===== src/rtl/tmr_pkg.sv =====
package tmr_pkg;

    typedef enum logic [2:0] {
        ST_OFF,
        ST_ARMED,
        ST_FREE,
        ST_GATED,
        ST_TRIGGERED,
        ST_QUAD
    } slv_state_e;

    localparam logic [2:0] MODE_FREE  = 3'd0;
    localparam logic [2:0] MODE_QUAD  = 3'd3;
    localparam logic [2:0] MODE_GATED = 3'd5;
    localparam logic [2:0] MODE_TRIG  = 3'd6;

    localparam logic [2:0] A_CTRL   = 3'd0;
    localparam logic [2:0] A_MODE   = 3'd1;
    localparam logic [2:0] A_EVT    = 3'd2;
    localparam logic [2:0] A_PRESC  = 3'd3;
    localparam logic [2:0] A_PERIOD = 3'd4;
    localparam logic [2:0] A_COUNT  = 3'd5;

endpackage


===== src/rtl/tmr_trig_sel.sv =====
module tmr_trig_sel #(
    parameter int NUM_TRIG = 4,
    parameter int SEL_W    = 2
) (
    input  logic                clk,
    input  logic                rst_n,
    input  logic [NUM_TRIG-1:0] trig_i,
    input  logic [SEL_W-1:0]    sel_i,
    output logic                level_o,
    output logic                rise_o
);
    logic [NUM_TRIG-1:0] meta_q;
    logic [NUM_TRIG-1:0] sync_q;
    logic                prev_q;

    genvar g;
    generate
        for (g = 0; g < NUM_TRIG; g++) begin : g_sync
            always_ff @(posedge clk or negedge rst_n) begin
                if (!rst_n) begin
                    meta_q[g] <= 1'b0;
                    sync_q[g] <= 1'b0;
                end else begin
                    meta_q[g] <= trig_i[g];
                    sync_q[g] <= meta_q[g];
                end
            end
        end
    endgenerate

    always_comb begin
        level_o = 1'b0;
        for (int i = 0; i < NUM_TRIG; i++)
            if (sel_i == SEL_W'(i)) level_o = sync_q[i];
    end

    always_ff @(posedge clk or negedge rst_n) begin
        if (!rst_n) prev_q <= 1'b0;
        else        prev_q <= level_o;
    end

    assign rise_o = level_o & ~prev_q;

endmodule


===== src/rtl/tmr_quad.sv =====
module tmr_quad (
    input  logic clk,
    input  logic rst_n,
    input  logic a_i,
    input  logic b_i,
    output logic step_o,
    output logic up_o
);
    logic [1:0] a_sync_q, b_sync_q;
    logic       a_prev_q, b_prev_q;

    always_ff @(posedge clk or negedge rst_n) begin
        if (!rst_n) begin
            a_sync_q <= 2'b00;
            b_sync_q <= 2'b00;
            a_prev_q <= 1'b0;
            b_prev_q <= 1'b0;
        end else begin
            a_sync_q <= {a_sync_q[0], a_i};
            b_sync_q <= {b_sync_q[0], b_i};
            a_prev_q <= a_sync_q[1];
            b_prev_q <= b_sync_q[1];
        end
    end

    // exactly one phase moved: a valid quadrature step
    assign step_o = (a_sync_q[1] ^ a_prev_q) ^ (b_sync_q[1] ^ b_prev_q);
    assign up_o   = a_sync_q[1] ^ b_prev_q;

endmodule


===== src/rtl/tmr_slave_fsm.sv =====
module tmr_slave_fsm
    import tmr_pkg::*;
(
    input  logic       clk,
    input  logic       rst_n,
    input  logic       ctrl_wr_i,
    input  logic       run_wr_i,
    input  logic [2:0] mode_i,
    input  logic       trig_lvl_i,
    input  logic       trig_rise_i,
    output logic       run_o,
    output logic       psc_en_o,
    output logic       quad_en_o
);
    slv_state_e state_q, state_d;
    logic       cur_run, next_run;

    function automatic slv_state_e encode(input logic run, input logic [2:0] m);
        if (!run)            return (m == MODE_TRIG) ? ST_ARMED : ST_OFF;
        if (m == MODE_GATED) return ST_GATED;
        if (m == MODE_TRIG)  return ST_TRIGGERED;
        if (m == MODE_QUAD)  return ST_QUAD;
        return ST_FREE;
    endfunction

    assign cur_run = (state_q != ST_OFF) && (state_q != ST_ARMED);

    always_comb begin
        if (ctrl_wr_i)
            next_run = run_wr_i;
        else if (state_q == ST_ARMED && trig_rise_i)
            next_run = 1'b1;
        else
            next_run = cur_run;
        state_d = encode(next_run, mode_i);
    end

    always_ff @(posedge clk or negedge rst_n) begin
        if (!rst_n) state_q <= ST_OFF;
        else        state_q <= state_d;
    end

    always_comb begin
        run_o     = 1'b0;
        psc_en_o  = 1'b0;
        quad_en_o = 1'b0;
        unique case (state_q)
            ST_OFF, ST_ARMED: ;
            ST_FREE, ST_TRIGGERED: begin
                run_o    = 1'b1;
                psc_en_o = 1'b1;
            end
            ST_GATED: begin
                run_o    = 1'b1;
                psc_en_o = trig_lvl_i;
            end
            ST_QUAD: begin
                run_o     = 1'b1;
                quad_en_o = 1'b1;
            end
            default: ;
        endcase
    end


    trig_start_chk: assert property (@(posedge clk) disable iff (!rst_n)
        (state_q == ST_ARMED && trig_rise_i && !ctrl_wr_i) |=> run_o);

endmodule


===== src/rtl/slv_timer.sv =====
module slv_timer
    import tmr_pkg::*;
#(
    parameter int DATA_W   = 16,
    parameter int CNT_W    = 16,
    parameter int PSC_W    = 16,
    parameter int NUM_TRIG = 4
) (
    input  logic                clk,
    input  logic                rst_n,
    input  logic                wr_en,
    input  logic [2:0]          wr_addr,
    input  logic [DATA_W-1:0]   wr_data,
    input  logic [2:0]          rd_addr,
    output logic [DATA_W-1:0]   rd_data,
    input  logic [NUM_TRIG-1:0] trig_i,
    input  logic                enc_a_i,
    input  logic                enc_b_i,
    output logic [CNT_W-1:0]    cnt_o,
    output logic                upd_o
);
    localparam int SEL_W = (NUM_TRIG > 1) ? $clog2(NUM_TRIG) : 1;

    logic             preload_q;
    logic [2:0]       mode_q, mode_d;
    logic [SEL_W-1:0] sel_q;
    logic [PSC_W-1:0] psc_reg_q, psc_sh_q, psc_cnt_q;
    logic [CNT_W-1:0] arr_reg_q, arr_sh_q, arr_eff, cnt_q;
    logic             upd_q;

    logic ctrl_wr, mode_wr, ug_wr, cnt_wr;
    logic trig_lvl, trig_rise, q_step, q_up;
    logic run_w, psc_en, quad_en;
    logic tick, wrap, upd_d;

    assign ctrl_wr = wr_en && wr_addr == A_CTRL;
    assign mode_wr = wr_en && wr_addr == A_MODE;
    assign ug_wr   = wr_en && wr_addr == A_EVT && wr_data[0];
    assign cnt_wr  = wr_en && wr_addr == A_COUNT;
    assign mode_d  = mode_wr ? wr_data[2:0] : mode_q;

    tmr_trig_sel #(.NUM_TRIG(NUM_TRIG), .SEL_W(SEL_W)) u_trig (
        .clk(clk), .rst_n(rst_n), .trig_i(trig_i), .sel_i(sel_q),
        .level_o(trig_lvl), .rise_o(trig_rise));

    tmr_quad u_quad (
        .clk(clk), .rst_n(rst_n), .a_i(enc_a_i), .b_i(enc_b_i),
        .step_o(q_step), .up_o(q_up));

    tmr_slave_fsm u_fsm (
        .clk(clk), .rst_n(rst_n), .ctrl_wr_i(ctrl_wr), .run_wr_i(wr_data[0]),
        .mode_i(mode_d), .trig_lvl_i(trig_lvl), .trig_rise_i(trig_rise),
        .run_o(run_w), .psc_en_o(psc_en), .quad_en_o(quad_en));

    assign arr_eff = preload_q ? arr_sh_q : arr_reg_q;
    assign tick    = psc_en && (psc_cnt_q >= psc_sh_q);

    always_comb begin
        wrap = 1'b0;
        if (quad_en && q_step)
            wrap = q_up ? (cnt_q >= arr_eff) : (cnt_q == '0);
        else if (tick)
            wrap = (cnt_q >= arr_eff);
        upd_d = ug_wr || (wrap && !cnt_wr);
    end

    // configuration registers
    always_ff @(posedge clk or negedge rst_n) begin
        if (!rst_n) begin
            preload_q <= 1'b0;
            mode_q    <= MODE_FREE;
            sel_q     <= '0;
            psc_reg_q <= '0;
            arr_reg_q <= '1;
        end else if (wr_en) begin
            unique case (wr_addr)
                A_CTRL:   preload_q <= wr_data[1];
                A_MODE: begin
                    mode_q <= wr_data[2:0];
                    sel_q  <= wr_data[4 +: SEL_W];
                end
                A_PRESC:  psc_reg_q <= wr_data[PSC_W-1:0];
                A_PERIOD: arr_reg_q <= wr_data[CNT_W-1:0];
                default: ;
            endcase
        end
    end

    // shadows and prescaler
    always_ff @(posedge clk or negedge rst_n) begin
        if (!rst_n) begin
            psc_sh_q  <= '0;
            arr_sh_q  <= '1;
            psc_cnt_q <= '0;
        end else begin
            if (upd_d) begin
                psc_sh_q <= psc_reg_q;
                arr_sh_q <= arr_reg_q;
            end
            if (ug_wr || tick)
                psc_cnt_q <= '0;
            else if (psc_en)
                psc_cnt_q <= psc_cnt_q + 1'b1;
        end
    end

    // main counter and update pulse
    always_ff @(posedge clk or negedge rst_n) begin
        if (!rst_n) begin
            cnt_q <= '0;
            upd_q <= 1'b0;
        end else begin
            upd_q <= upd_d;
            if (ug_wr)
                cnt_q <= '0;
            else if (cnt_wr)
                cnt_q <= wr_data[CNT_W-1:0];
            else if (quad_en && q_step) begin
                if (q_up) cnt_q <= wrap ? '0 : cnt_q + 1'b1;
                else      cnt_q <= wrap ? arr_eff : cnt_q - 1'b1;
            end else if (tick)
                cnt_q <= wrap ? '0 : cnt_q + 1'b1;
        end
    end

    always_comb begin
        rd_data = '0;
        unique case (rd_addr)
            A_CTRL:   rd_data = DATA_W'({preload_q, run_w});
            A_MODE:   rd_data = DATA_W'({sel_q, 1'b0, mode_q});
            A_PRESC:  rd_data = DATA_W'(psc_reg_q);
            A_PERIOD: rd_data = DATA_W'(arr_reg_q);
            A_COUNT:  rd_data = DATA_W'(cnt_q);
            default:  rd_data = '0;
        endcase
    end

    assign cnt_o = cnt_q;
    assign upd_o = upd_q;


    cnt_load_chk: assert property (@(posedge clk) disable iff (!rst_n)
        cnt_wr |=> cnt_o == $past(wr_data[CNT_W-1:0]));


    force_upd_chk: assert property (@(posedge clk) disable iff (!rst_n)
        ug_wr |=> (cnt_o == '0 && upd_o));


    frozen_chk: assert property (@(posedge clk) disable iff (!rst_n)
        (!run_w && !ctrl_wr && !ug_wr && !cnt_wr) |=> $stable(cnt_o));


    gate_hold_chk: assert property (@(posedge clk) disable iff (!rst_n)
        (run_w && mode_q == MODE_GATED && !trig_lvl && !wr_en) |=> $stable(cnt_o));

endmodule


===== config.mk =====
export PLATFORM = sky130hd
export DESIGN_NAME = slv_timer
export DESIGN_NICKNAME = d
export VERILOG_FILES = /design/src/rtl/tmr_pkg.sv /design/src/rtl/tmr_trig_sel.sv /design/src/rtl/tmr_quad.sv /design/src/rtl/tmr_slave_fsm.sv /design/src/rtl/slv_timer.sv
export SDC_FILE = /design/constraint.sdc
export NUM_CORES = 1
export LEC_CHECK = 0
export ABC_AREA = 1
export BUFFER_PORTS_ARGS = -buffer_cell sky130_fd_sc_hd__buf_2
export CAP_MARGIN = 15
export CORE_AREA = 4 4 141 143
export CTS_CLUSTER_DIAMETER = 40
export CTS_CLUSTER_SIZE = 25
export DETAILED_ROUTE_END_ITERATION = 12
export DIE_AREA = 0 0 145 147
export PLACE_DENSITY_LB_ADDON = 0.25
export RECOVER_POWER = 50
export SETUP_SLACK_MARGIN = 0.1
export SLEW_MARGIN = 30
export SYNTH_ARGS = -nofsm -noshare
export SYNTH_HDL_FRONTEND = slang
export SYNTH_HIERARCHICAL = 1
export SYNTH_SLANG_ARGS = --single-unit

===== constraint.sdc =====
create_clock -name clk -period 2.5 [get_ports clk]
set_input_delay 0.125 -clock clk [delete_from_list [all_inputs] [get_ports clk]]
set_output_delay 0.125 -clock clk [all_outputs]
set_load 0.02 [all_outputs]

==> After elaboration in Yosys (flattened, before gate mapping) <==
Index checks and enable logic that the tools add are counted.
W data, S select, Z words.
{ "totals": {"wordCells": 124, "regBits": 121, "inputBits": 31, "out_inout_bits": 33} }
{ "classes": {"n_lt_le_gt_ge": 2, "add_sub_neg": 3, "n_eq_ne": 21, "reduce_logical": 26, "n_mux": 42, "n_bitwise": 6} }
{ "ops": {"columns": ["operator", "n"], "rows": [
  ["$mux W16", 10],
  ["$pmux W16 S5", 1],
  ["$add A16 B1 Y16 const B", 2],
  ["$ge A16 B16 Y1", 2],
  ["$mux W3", 9],
  ["$eq A3 B3 Y1 const B", 8],
  ["$mux W1", 21],
  ["$eq A3 B2 Y1 const B", 6],
  ["$logic_not A16 Y1", 1],
  ["$sub A16 B1 Y16 const B", 1],
  ["$logic_and A1 B1 Y1", 10],
  ["$eq A3 B1 Y1 const B", 3],
  ["$reduce_and A2 Y1", 4],
  ["$logic_not A3 Y1", 2],
  ["$eq A2 B2 Y1 const B", 2],
  ["$reduce_bool A4 Y1", 1],
  ["$reduce_or A4 Y1", 1],
  ["$xor A1 B1 Y1", 4],
  ["$ne A3 B1 Y1 const B", 1],
  ["$reduce_bool A3 Y1", 1],
  ["$eq A2 B1 Y1 const B", 1],
  ["$logic_not A2 Y1", 1],
  ["$logic_or A1 B1 Y1", 2],
  ["$pmux W1 S2", 1],
  ["5 further kinds", 5]
]} }

==> Longest topological paths before layout <==
Gate-level depths: netlist of run 1.
{ "depth": {"word_depth": 19, "depth_mapped": 20, "ltp_nobuf": 20} }

==> Modules after synthesis <==
Netlist of run 1, hierarchy kept.
{ "by_module_without_submodules": {"columns": ["mod", "n_inst", "seq_area_each_um2", "area_per_inst_um2", "cells_each"], "rows": [
  ["slv_timer", 1, 2617.5, 6637.6, 906],
  ["tmr_trig_sel", 1, 225.2, 297.8, 23],
  ["tmr_quad", 1, 150.1, 230.2, 26],
  ["tmr_slave_fsm", 1, 75.1, 215.2, 32]
]} }

==> Least setup slack after synthesis of run 1 <==
OpenSTA, ideal clock, no wires.
{ "synth_path": {"path_kind": "flip-flop to flip-flop", "start": "reg preload_q", "end": "reg cnt_q[9] (netlist: cnt_o[9])", "period_less_slack_ps": 2379, "path_slack_ps": 121, "n_path_buf": 2, "t_required_ps": 2383, "setup_ps": 117, "stages_incl_launch_ff": 18, "arrival_ps": 2262, "path_cell_list": "dfrtp_1 clkbuf_1 o21ai_0 ha_1 nand2_1 nand3_1 nand2_1 nand2_1 nand2_1 nand2_1 nand2_1 a21boi_4 nand2_4 buf_6 a21oi_1 nand2_1 nand2_1 nand2_1"} }
{ "synth_via": {"elab_chain_cells": 9, "word_cells_on_any_way": 12, "classes_between": "order compare: 1; mux: 11"} }
{ "synth_lines": {"columns": ["item", "line_no", "rtl"], "rows": [
  ["start: declaration", "slv_timer.sv:24", "logic preload_q;"],
  ["start signal: assignment", "slv_timer.sv:77", "A_CTRL: preload_q <= wr_data[1];"],
  ["$mux W16 *", "slv_timer.sv:55", "assign arr_eff = preload_q ? arr_sh_q : arr_reg_q;"],
  ["$ge A16 B16 Y1", "slv_timer.sv:61, slv_timer.sv:63", null],
  ["$mux W1 (on tied branches)", "slv_timer.sv:62, slv_timer.sv:61", null],
  ["$mux W1", "slv_timer.sv:60", "if (quad_en && q_step)"],
  ["$mux W16 (on tied branches)", "slv_timer.sv:119, slv_timer.sv:122, slv_timer.sv:120", null],
  ["$mux W16 (on tied branches)", "slv_timer.sv:121, slv_timer.sv:119", null],
  ["$mux W16 *", "slv_timer.sv:118", "else if (quad_en && q_step) begin"],
  ["$mux W16 *", "slv_timer.sv:116", "else if (cnt_wr)"],
  ["$mux W16 *", "slv_timer.sv:114", "if (ug_wr)"],
  ["end signal: assignment", "slv_timer.sv:117", "cnt_q <= wr_data[CNT_W-1:0];"],
  ["end signal: assignment", "slv_timer.sv:119", "if (q_up) cnt_q <= wrap ? '0 : cnt_q + 1'b1;"],
  ["end signal: assignment", "slv_timer.sv:122", "cnt_q <= wrap ? '0 : cnt_q + 1'b1;"],
  ["end: declaration", "slv_timer.sv:28", "logic [CNT_W-1:0] arr_reg_q, arr_sh_q, arr_eff, cnt_q;"]
]} }
Every way passes the cells marked *; elsewhere a longest branch is shown, timed or not. The select of a mux whose other input is x is not followed.
A chain may end at the register's enable or synchronous reset.

==> Worst setup path after layout of run 1 <==
{ "layout_path": {"start": "reg preload_q", "end": "reg arr_sh_q[0]"} }
{ "layout_via": {"elab_chain_cells": 6, "word_cells_on_any_way": 7, "classes_between": "order compare: 1; mux: 4; reduce/logical: 2"} }
{ "layout_lines": {"columns": ["item", "line_no", "rtl"], "rows": [
  ["$mux W16 *", "slv_timer.sv:55", null],
  ["$ge A16 B16 Y1 *", "slv_timer.sv:61, slv_timer.sv:63", null],
  ["$mux W1 (on tied branches)", "slv_timer.sv:62, slv_timer.sv:61", null],
  ["$mux W1 *", "slv_timer.sv:60", null],
  ["$logic_and A1 B1 Y1 *", "slv_timer.sv:64", "upd_d = ug_wr || (wrap && !cnt_wr);"],
  ["$logic_or A1 B1 Y1 *", "slv_timer.sv:64", null],
  ["end signal: assignment", "slv_timer.sv:98", "arr_sh_q <= arr_reg_q;"],
  ["end: declaration", "slv_timer.sv:28", null]
]} }
Every way passes the cells marked *; elsewhere a longest branch is shown, timed or not.

==> results of run 1 <==
==> stage by stage <==
| stage | worst slack (ns) | hold slack [ns] | area [um2] |
|---|---|---|---|
| after floorplan | 0.121 | -0.171 | 7380 |
| after global placement | -0.0611 | 0.187 | 8270 |
| after detailed placement | -0.0567 | 0.194 | 8270 |
| after CTS | 0.0533 | 0.000129 | 8960 |
| after global routing | -0.119 | 0.0309 | 9530 |
| final | 0.0189 | 0.0104 | 9530 |
==> state kept, by name, summed over array words and instances (netlist names), 2 cells and up <==
name             count
arr_reg_q           16
arr_sh_q            16
cnt_o               16
psc_cnt_q           16
psc_reg_q           16
psc_sh_q            16
u_trig/meta_q        4
u_trig/sync_q        4
mode_q               3
u_fsm/state_q        3
sel_q                2
u_quad/a_sync_q      2
u_quad/b_sync_q      2
==> where the power goes <==
group | leakage (uW) | internal, uW | switching, uW
clock network | 0.000286 | 1530 | 958
logic | 0.00303 | 1920 | 2890
registers | 0.00147 | 2650 | 468
==> Yosys cell counts (all sizes together) <==
library cell / n
nand3: 74
clkbuf: 17
xor2: 26
dfstp: 32
o211ai: 11
nor2: 65
nor3: 13
a21boi: 1
ha: 35
a22oi: 2
xnor2: 2
inv: 123
a21oi: 51
o21ai: 97
nand2: 306
o2111ai: 1
nand4: 8
nor4: 2
o22ai: 3
a221oi: 1
and3: 1
o21a: 1
or2: 3
nand3b: 3
clkinv: 1
dfrtp: 89
buf: 16
a221o: 1
nor3b: 1
a31oi: 1
==> metal layers <==
layer,track usage,up-vias,wire [um]
met5,0,-,0
met4,0.0679,0,458
met3,0.0299,29,939
met2,0.330,173,10900
met1,0.278,3359,10100
li1,-,3445,-
==> critical path, delay by kind of cell (launching register included) <==
family	cells	cell delay [ns]
compound gates	3	0.42
fa+ha+maj	1	0.30
buf+inv	3	0.45
flops	1	0.49
simple gates	7	0.74
==> area by class of cell <==
| type | instances | area [um2] | area share |
|---|---|---|---|
| Multi-Input combinational cell | 709 | 3980 | 0.417 |
| Sequential cell | 121 | 3070 | 0.322 |
| Timing Repair Buffer | 141 | 1130 | 0.119 |
| Inverter | 124 | 469 | 0.0492 |
| Clock buffer | 19 | 453 | 0.0475 |
| Tap cell | 234 | 293 | 0.0307 |
| Clock inverter | 13 | 141 | 0.0148 |
==> logic make-up (layout without fill, tap and decap cells) <==
logic type / count (synthesis) / in the layout / share of synthesized area
buffers and inverters: 157 / 297 / 0.0900
DFF: 121 / 121 / 0.416
AOI/OAI and AO/OA: 170 / 170 / 0.126
adders and majority gates: 35 / 35 / 0.0593
and+or+nand+nor: 476 / 476 / 0.275
xor gates and xnor gates: 28 / 28 / 0.0332
==> how the worst min path moves through the flow <==
stage | slack (ns) | cells past startpoint | startpoint | to
finish | 0.01 | 3 | wr_data[12] | arr_reg_q[12]$_DFFE_PN1P_
CTS | 0.0001 | 3 | wr_data[12] | arr_reg_q[12]$_DFFE_PN1P_
floorplan | -0.17 | 0 | rst_n | cnt_o[0]$_DFFE_PN0P_
global route | 0.03 | 3 | wr_data[14] | arr_reg_q[14]$_DFFE_PN1P_
detailed placement | 0.19 | 1 | rst_n | psc_cnt_q[5]$_DFFE_PN0P_
global placement | 0.19 | 1 | rst_n | psc_cnt_q[5]$_DFFE_PN0P_
==> timing repair <==
item                                    in CTS  in global routing
pin swaps                                    4                 19
cloned                                       0                  8
endpoints found under the setup margin      49                 60
setup buffers                                0                 11
gates resized for setup                     15                 94
endpoints found under the hold margin       44                  0
hold buffers                                 7                  0
==> flow_metrics.env, run 1 <==
export IMPL_synth_top_area_frac=0.302
export IMPL_grt_pass1_wl_um=34700
export IMPL_layout_common_cells="270 x nand2_1, 113 x inv_1, 88 x dfrtp_1"
export IMPL_ant_nets=0
export IMPL_drt_wl_total_um=22400
export IMPL_clk_insertion_delay_late_ns=0.42
export IMPL_hold_viol=0
export IMPL_ys_seq_area_frac=0.416
export IMPL_diodes=0
export IMPL_antenna_found_initial=0
export IMPL_design_core_area_um2=18600
export IMPL_die_height_um=147
export IMPL_routedWlPerCell_um=16.5
export IMPL_finalSetupTns_ns=0
export IMPL_drt_iter0_drc=522
export IMPL_reg2reg_depth=14
export IMPL_final_util=0.513
export IMPL_syn_nets=1053
export IMPL_syn_inst=987
export IMPL_layout_commonest_cell="nand2_1"
export IMPL_die_area_um2=21300
export IMPL_cap_violations=0
export IMPL_max_vdd_ir_drop_mv=0.590
export IMPL_yosysTopAreaCell="dfrtp_1"
export IMPL_die_w_um=145
export IMPL_hpwl_um=16000
export IMPL_cts_inserted_buffers=17
export IMPL_finalCritPeriodShare=0.992
export IMPL_start_util=0.397
export IMPL_cp_required_ns=2.84
export IMPL_cp_end_kind="register"
export IMPL_ioPinCount=64
export IMPL_fillers=1800
export IMPL_worstPathArrival_ns=2.82
export IMPL_areaGrowthSynthToFinish_pct=29.1
export IMPL_setup_viol=0
export IMPL_grt_util_all_layers=0.202
export IMPL_grt_overflow=0
export IMPL_crit_end="arr_sh_q[0]$_DFFE_PN1P_"
export IMPL_vias=7006
export IMPL_maxSlewHeadroom=0.167
export IMPL_cts_sinks=121
export IMPL_fmax_ghz=0.403
export IMPL_clkTransAtPathRegs_ns=0.06
export IMPL_yosys_warnings=6
export IMPL_crit_type="register to register"
export IMPL_reg2reg_slack_ns=0.02
export IMPL_drt_pass1_iter_count=5
export IMPL_cp_slowest_cell="dfrtp_2"
export IMPL_htree_levels=4
export IMPL_placed_cells=1303
export IMPL_portBuffers=63
export IMPL_p_total_uw=10400
export IMPL_maxSlewViolCount=0
export IMPL_cts_tree="yes"
export IMPL_syn_area_um2=7380
export IMPL_ys_ff_latch=121
export IMPL_r2r_start="preload_q$_DFFE_PN0P_"
export IMPL_crit_chain="buf_12 -> nand2_4 -> o21ai_2 -> ha_1 -> buf_4 -> nand3_1 -> nor2_2 -> nand2_2 -> a21boi_4 -> nand3_4 -> nand2_8 -> buf_6 -> nor2_1 -> a21oi_1"
export IMPL_grt_max_degree=54
export IMPL_p_per_area_nw_per_um2=1090
export IMPL_grt_setup_unrepaired="yes"
export IMPL_cp_max_fo=9
export IMPL_cts_buffer_depth=2
export IMPL_cts_root_buf="clkbuf_16"
export IMPL_fin_cells=1361
export IMPL_drt_vias_per_instance=5.15
export IMPL_period_needed_ns=2.48
export IMPL_cp_startpoint="preload_q$_DFFE_PN0P_"
export IMPL_status="completed"
export IMPL_synth_cell_types=44
export IMPL_grt_pass1_vias=6482
export IMPL_avgSynthCellArea_um2=7.48
export IMPL_gp_congestion=0.857
export IMPL_drc=0
export IMPL_drive_gt1_frac=0.264
export IMPL_r2r_end="arr_sh_q[0]$_DFFE_PN1P_"
export IMPL_fin_skew_ns=0.00814
export IMPL_nets=1180
export IMPL_synth_top_cells_by_area="dfrtp_1 30%, nand2_1 15%, dfstp_2 11%, ha_1 5.9%, inv_1 5.8%"
export IMPL_p_leak_uw=0.00479
export IMPL_slowest_delay_ns=0.49
export IMPL_tightest_slew_ns=1.25
export IMPL_hold_path_class="primary input to register"
export IMPL_rows=50
export IMPL_startpoint_type="register"
Note: power is estimated with default switching activity, not from simulation.
==> inputs of run 2 (changes only) <==
--- a/config.mk
+++ b/config.mk
@@ -13,7 +13,6 @@
 export CTS_CLUSTER_SIZE = 25
 export DETAILED_ROUTE_END_ITERATION = 12
 export DIE_AREA = 0 0 145 147
-export PLACE_DENSITY_LB_ADDON = 0.25
 export RECOVER_POWER = 50
 export SETUP_SLACK_MARGIN = 0.1
 export SLEW_MARGIN = 30
==> flow_metrics.env, run 2 (synthesis results as in run 1) <==
export IMPL_cts_inserted_buffers=17
export IMPL_cp_slowest_cell="dfrtp_2"
export IMPL_slowest_delay_ns=0.50
export IMPL_die_w_um=145
export IMPL_diodes=0
export IMPL_nets=1195
export IMPL_gp_congestion=0.891
export IMPL_crit_type="register to register"
export IMPL_finalCritPeriodShare=1.03
export IMPL_worst_slack_ns=-0.0631
export IMPL_grt_util_all_layers=0.209
export IMPL_fin_skew_ns=0.00978
export IMPL_pre_cts_ws_ns=-0.103
export IMPL_vias=7136
export IMPL_hold_path_depth=3
export IMPL_hold_path_class="primary input to register"
export IMPL_reg2reg_depth=14
export IMPL_max_vdd_ir_drop_mv=0.586
export IMPL_drc=0
export IMPL_die_height_um=147
export IMPL_hpwl_um=16000
export IMPL_grt_setup_unrepaired="yes"
export IMPL_cp_max_fo=10
export IMPL_grt_pass1_wl_um=35900
export IMPL_reg2reg_slack_ns=-0.06
export IMPL_grt_pass1_vias=6715
export IMPL_drt_wl_total_um=23300
export IMPL_finalSetupTns_ns=-1.32
export IMPL_worstHoldStart="wr_data[12]"
export IMPL_status="complete, but fails checks"
export IMPL_grt_max_degree=52
export IMPL_hold_end="arr_reg_q[12]$_DFFE_PN1P_"
export IMPL_fin_cells=1376
export IMPL_cts_buffer_depth=2
export IMPL_setup_viol=48
export IMPL_placed_cells=1308
export IMPL_design_core_area_um2=18600
export IMPL_clk_insertion_delay_late_ns=0.43
export IMPL_hold_viol=0
export IMPL_layout_commonest_cell="nand2_1"
export IMPL_r2r_end="arr_sh_q[0]$_DFFE_PN1P_"
export IMPL_fmax_ghz=0.390
export IMPL_startpoint_type="register"
export IMPL_portBuffers=63
export IMPL_p_per_area_nw_per_um2=1100
export IMPL_grt_overflow=0
export IMPL_drt_vias_per_instance=5.19
export IMPL_antenna_found_initial=0
export IMPL_violations="negative setup slack"
export IMPL_die_area_um2=21300
export IMPL_ioPinCount=64
export IMPL_drt_iter0_drc=409
export IMPL_areaGrowthSynthToFinish_pct=31.1
export IMPL_cts_tree="yes"
export IMPL_final_util=0.521
export IMPL_r2r_start="preload_q$_DFFE_PN0P_"
export IMPL_cts_root_buf="clkbuf_16"
export IMPL_cts_sinks=121
export IMPL_routedWlPerCell_um=16.9
export IMPL_ant_nets=0
export IMPL_period_needed_ns=2.56
export IMPL_cp_required_ns=2.85
export IMPL_htree_levels=4
export IMPL_tightest_slew_ns=1.26
export IMPL_rows=50
export IMPL_cap_violations=0
export IMPL_worstPathArrival_ns=2.92
export IMPL_clkTransAtPathRegs_ns=0.06
export IMPL_p_leak_uw=0.00480
export IMPL_maxSlewViolCount=0
export IMPL_whs_ns=0.0163
export IMPL_start_util=0.397
export IMPL_maxSlewHeadroom=0.157
export IMPL_drt_pass1_iter_count=7
export IMPL_drive_gt1_frac=0.272
export IMPL_layout_common_cells="281 x nand2_1, 113 x inv_1, 88 x dfrtp_1"
export IMPL_cp_end_kind="register"
export IMPL_crit_chain="buf_12 -> nand2_2 -> o21ai_2 -> ha_1 -> buf_4 -> nand3_4 -> nor2_2 -> nand2_2 -> a21boi_4 -> nand3_4 -> nand2_8 -> buf_6 -> nor2_1 -> a21oi_1"
## run 2: changes by cell type in the layout (fill, tap and decap cells not counted), sizes merged
cell | previous run | this run
nand2 | 306 | 309
clkbuf | 28 | 26
bufinv | 2 | 0
buf | 125 | 138
clkinv | 5 | 8
inv | 126 | 124
dlygate4sd3 | 7 | 9
## run 2: worst max-delay path by stage
stage	start	endpoint	slack, ns	cells after the start
global placement	preload_q$_DFFE_PN0P_	cnt_o[4]$_DFFE_PN0P_	-0.08	15
finish	preload_q$_DFFE_PN0P_	arr_sh_q[0]$_DFFE_PN1P_	-0.06	14
detailed placement	preload_q$_DFFE_PN0P_	cnt_o[4]$_DFFE_PN0P_	-0.10	15
floorplan	preload_q$_DFFE_PN0P_	cnt_o[9]$_DFFE_PN0P_	0.12	17
global route	preload_q$_DFFE_PN0P_	arr_sh_q[1]$_DFFE_PN1P_	-0.16	17
CTS	preload_q$_DFFE_PN0P_	cnt_o[2]$_DFFE_PN0P_	0.06	17
## run 2: power breakdown
group	total [uW]	switching [uW]	leakage [uW]	internal (uW)
Clock	2330	963	0.000275	1370
Sequential	3150	501	0.00147	2650
Combinational	5190	3070	0.00305	2120
Total	10700	4540	0.00480	6130
## run 2: per-stage QoR
stage                     total power [uW]  area, um2
after floorplan                       5840       7380
after global placement                7260       8280
after detailed placement              7330       8280
after CTS                             9840       9020
after global routing                 11400       9680
final                                10700       9680
## run 2: final cells by class
| type | count | area (um2) |
|---|---|---|
| repair inverters | 1 | 7.51 |
| well taps | 234 | 293 |
| clock buffers | 21 | 480 |
| multi-input cells | 712 | 4090 |
| clock inverters | 11 | 71.3 |
| repair buffers | 152 | 1190 |
| flip-flops and latches | 121 | 3070 |
| inverters | 124 | 469 |
| fillers | 1769 | 8900 |
## run 2: critical path, delay by kind of cell, from the launching register on
kind	cells	cell delay, ns
fa+ha+maj	1	0.30
simple gates	7	0.80
buf+inv	3	0.46
flops	1	0.50
compound gates	3	0.45
## run 2: routing by layer
metal | GRT usage | up-vias | wire length, um
met3 | 0.0352 | 46 | 1160
met2 | 0.343 | 216 | 11100
met4 | 0.0622 | 0 | 600
li1 | - | 3472 | -
met5 | 0 | - | 0
met1 | 0.286 | 3402 | 10400
## run 2: what timing repair did
action	in CTS	in global routing
setup endpoints to repair	48	60
pin swaps	6	33
cloned	2	8
hold buffers	9	0
setup buffers	3	14
hold endpoints to repair	34	0
gates resized for setup	22	96
==> inputs of run 3 (changes only) <==
--- a/config.mk
+++ b/config.mk
@@ -6,15 +6,15 @@
 export NUM_CORES = 1
 export LEC_CHECK = 0
 export ABC_AREA = 1
-export BUFFER_PORTS_ARGS = -buffer_cell sky130_fd_sc_hd__buf_2
+export BUFFER_PORTS_ARGS = -buffer_cell sky130_fd_sc_hd__clkbuf_2
 export CAP_MARGIN = 15
 export CORE_AREA = 4 4 141 143
 export CTS_CLUSTER_DIAMETER = 40
 export CTS_CLUSTER_SIZE = 25
 export DETAILED_ROUTE_END_ITERATION = 12
 export DIE_AREA = 0 0 145 147
+export GPL_TIMING_DRIVEN = 0
 export RECOVER_POWER = 50
-export SETUP_SLACK_MARGIN = 0.1
 export SLEW_MARGIN = 30
 export SYNTH_ARGS = -nofsm -noshare
 export SYNTH_HDL_FRONTEND = slang
==> flow_metrics.env, run 3 (synthesis results as in run 1) <==
export IMPL_grt_max_degree=70
export IMPL_drt_iter0_drc=635
export IMPL_ant_nets=0
export IMPL_die_w_um=145
export IMPL_antenna_found_initial=0
export IMPL_portBuffers=63
export IMPL_fin_skew_ns=0.00855
export IMPL_ioPinCount=64
export IMPL_drt_vias_per_instance=5.22
export IMPL_cp_max_fo=8
export IMPL_cts_sinks=121
export IMPL_grt_setup_unrepaired="yes"
export IMPL_crit_path_frequent_cell="nand2_1"
export IMPL_cp_slowest_cell="dfrtp_2"
export IMPL_rows=50
export IMPL_clk_insertion_delay_late_ns=0.43
export IMPL_hold_end="arr_reg_q[12]$_DFFE_PN1P_"
export IMPL_worstPathArrival_ns=2.95
export IMPL_reg2reg_slack_ns=-0.13
export IMPL_startpoint_type="register"
export IMPL_areaGrowthSynthToFinish_pct=28.5
export IMPL_worstHoldStart="wr_data[12]"
export IMPL_cp_required_ns=2.82
export IMPL_grt_util_all_layers=0.227
export IMPL_drt_wl_total_um=23800
export IMPL_vias=7041
export IMPL_r2r_end="cnt_o[10]$_DFFE_PN0P_"
export IMPL_design_core_area_um2=18600
export IMPL_max_vdd_ir_drop_mv=0.472
export IMPL_diodes=0
export IMPL_p_total_uw=10600
export IMPL_tightest_slew_ns=1.79
export IMPL_violations="max-capacitance violations, max-slew violations, negative setup slack"
export IMPL_hold_viol=0
export IMPL_reg2reg_depth=16
export IMPL_setup_viol=48
export IMPL_drc=0
export IMPL_hpwl_um=17000
export IMPL_slowest_delay_ns=0.52
export IMPL_cts_inserted_buffers=17
export IMPL_drt_pass1_iter_count=6
export IMPL_crit_type="register to register"
export IMPL_clkTransAtPathRegs_ns=0.06
export IMPL_die_area_um2=21300
export IMPL_layout_common_cells="283 x nand2_1, 111 x inv_1, 88 x dfrtp_1"
export IMPL_crit_chain="clkbuf_16 -> nand2_1 -> o21ai_2 -> ha_1 -> nand2_1 -> o21a_1 -> nand2_2 -> nand2_2 -> a21boi_4 -> buf_12 -> nand2_8 -> clkbuf_16 -> a21oi_1 -> nand2_1 -> nand2_2 -> nand2_1"
export IMPL_fin_area_um2=9480
export IMPL_cts_buffer_depth=2
export IMPL_r2r_start="preload_q$_DFFE_PN0P_"
export IMPL_period_needed_ns=2.63
export IMPL_start_util=0.397
export IMPL_grt_pass1_wl_um=38400
export IMPL_routedWlPerCell_um=17.7
export IMPL_fillers=1765
export IMPL_p_per_area_nw_per_um2=1120
export IMPL_die_height_um=147
export IMPL_cts_root_buf="clkbuf_16"
export IMPL_cts_tree="yes"
export IMPL_drive_gt1_frac=0.234
export IMPL_maxSlewViolCount=69
export IMPL_fmax_ghz=0.380
export IMPL_multi_input_area_um2=3980
export IMPL_gp_congestion=0.926
export IMPL_worst_slack_ns=-0.132
export IMPL_finalCritPeriodShare=1.05
export IMPL_p_leak_uw=0.00465
export IMPL_grt_pass1_vias=6977
export IMPL_hold_path_depth=3
export IMPL_highest_layer="met4"
export IMPL_maxSlewHeadroom=-0.195
export IMPL_cp_end_kind="register"
export IMPL_nets=1168
export IMPL_layout_commonest_cell="nand2_1"
export IMPL_hold_path_class="primary input to register"
export IMPL_m1WireLength_um=10100
export IMPL_cap_violations=1
export IMPL_grt_overflow=0
export IMPL_htree_levels=4
export IMPL_regArea_um2=3070
export IMPL_wl_met2_um=11600
export IMPL_dpl_cell_area_um2=8030
export IMPL_status="complete, but fails checks"
export IMPL_wl_met3_um=1250
==> run 3: repair_timing <==
item / 4_1_cts / 5_1_grt
hold endpoints to repair: 68 / 0
setup endpoints to repair: 50 / 59
gates resized for setup: 88 / 48
setup buffers: 12 / 4
pin swaps: 22 / 12
cloned: 4 / 3
hold buffers: 9 / 0
==> run 3: power by group <==
part	total [uW]	switching (uW)	internal (uW)
clock network	2650	995	1660
registers	3210	556	2650
logic	4750	2910	1830
total	10600	4460	6150
==> run 3: final cells by class <==
class	instances	area share
clock buffer	20	0.0492
multi-input combinational	709	0.420
clock inverter	12	0.0170
tap	234	0.0309
timing repair buffer	95	0.0749
timing repair inverter	1	0.000792
sequential	121	0.324
inverter	124	0.0495
buffer	33	0.0339
==> run 3: worst max path at each step <==
stage,cells past startpoint,start,endpoint,slack [ns]
5_1_grt,17,psc_cnt_q[5]$_DFFE_PN0P_,cnt_o[4]$_DFFE_PN0P_,-0.25
3_3_place_gp,17,preload_q$_DFFE_PN0P_,cnt_o[10]$_DFFE_PN0P_,-0.88
6_report,16,preload_q$_DFFE_PN0P_,cnt_o[10]$_DFFE_PN0P_,-0.13
3_5_place_dp,17,preload_q$_DFFE_PN0P_,cnt_o[10]$_DFFE_PN0P_,-0.88
4_1_cts,19,preload_q$_DFFE_PN0P_,cnt_o[9]$_DFFE_PN0P_,-0.1
2_1_floorplan,17,preload_q$_DFFE_PN0P_,cnt_o[9]$_DFFE_PN0P_,0.12
==> run 3: per-stage QoR <==
step,hold slack (ns),setup WS (ns),util,TNS (ns),std cells
2_1_floorplan,-0.171,0.121,-,0,987
3_3_place_gp,0.234,-0.876,0.430,-91.76,1284
3_5_place_dp,0.179,-0.878,0.432,-37.77,1285
4_1_cts,0.00788,-0.0981,0.496,-2.81,1342
5_1_grt,0.0227,-0.248,0.510,-9.17,1349
6_report,0.0166,-0.132,0.510,-3.37,1349
==> run 3: routing by layer <==
| layer | vias to the layer above | GRT usage |
|---|---|---|
| li1 | 3412 | - |
| met2 | 243 | 0.384 |
| met5 | - | 0 |
| met4 | 0 | 0.0893 |
| met3 | 55 | 0.0416 |
| met1 | 3331 | 0.289 |
==> run 3: worst max-delay path, delay by kind of cell, from the launching register on <==
family	cells	cell delay, ns
DFF	1	0.52
AOI/OAI and AO/OA	4	0.52
buffers and inverters	3	0.53
and+or+nand+nor	8	0.64
adders and majority gates	1	0.30
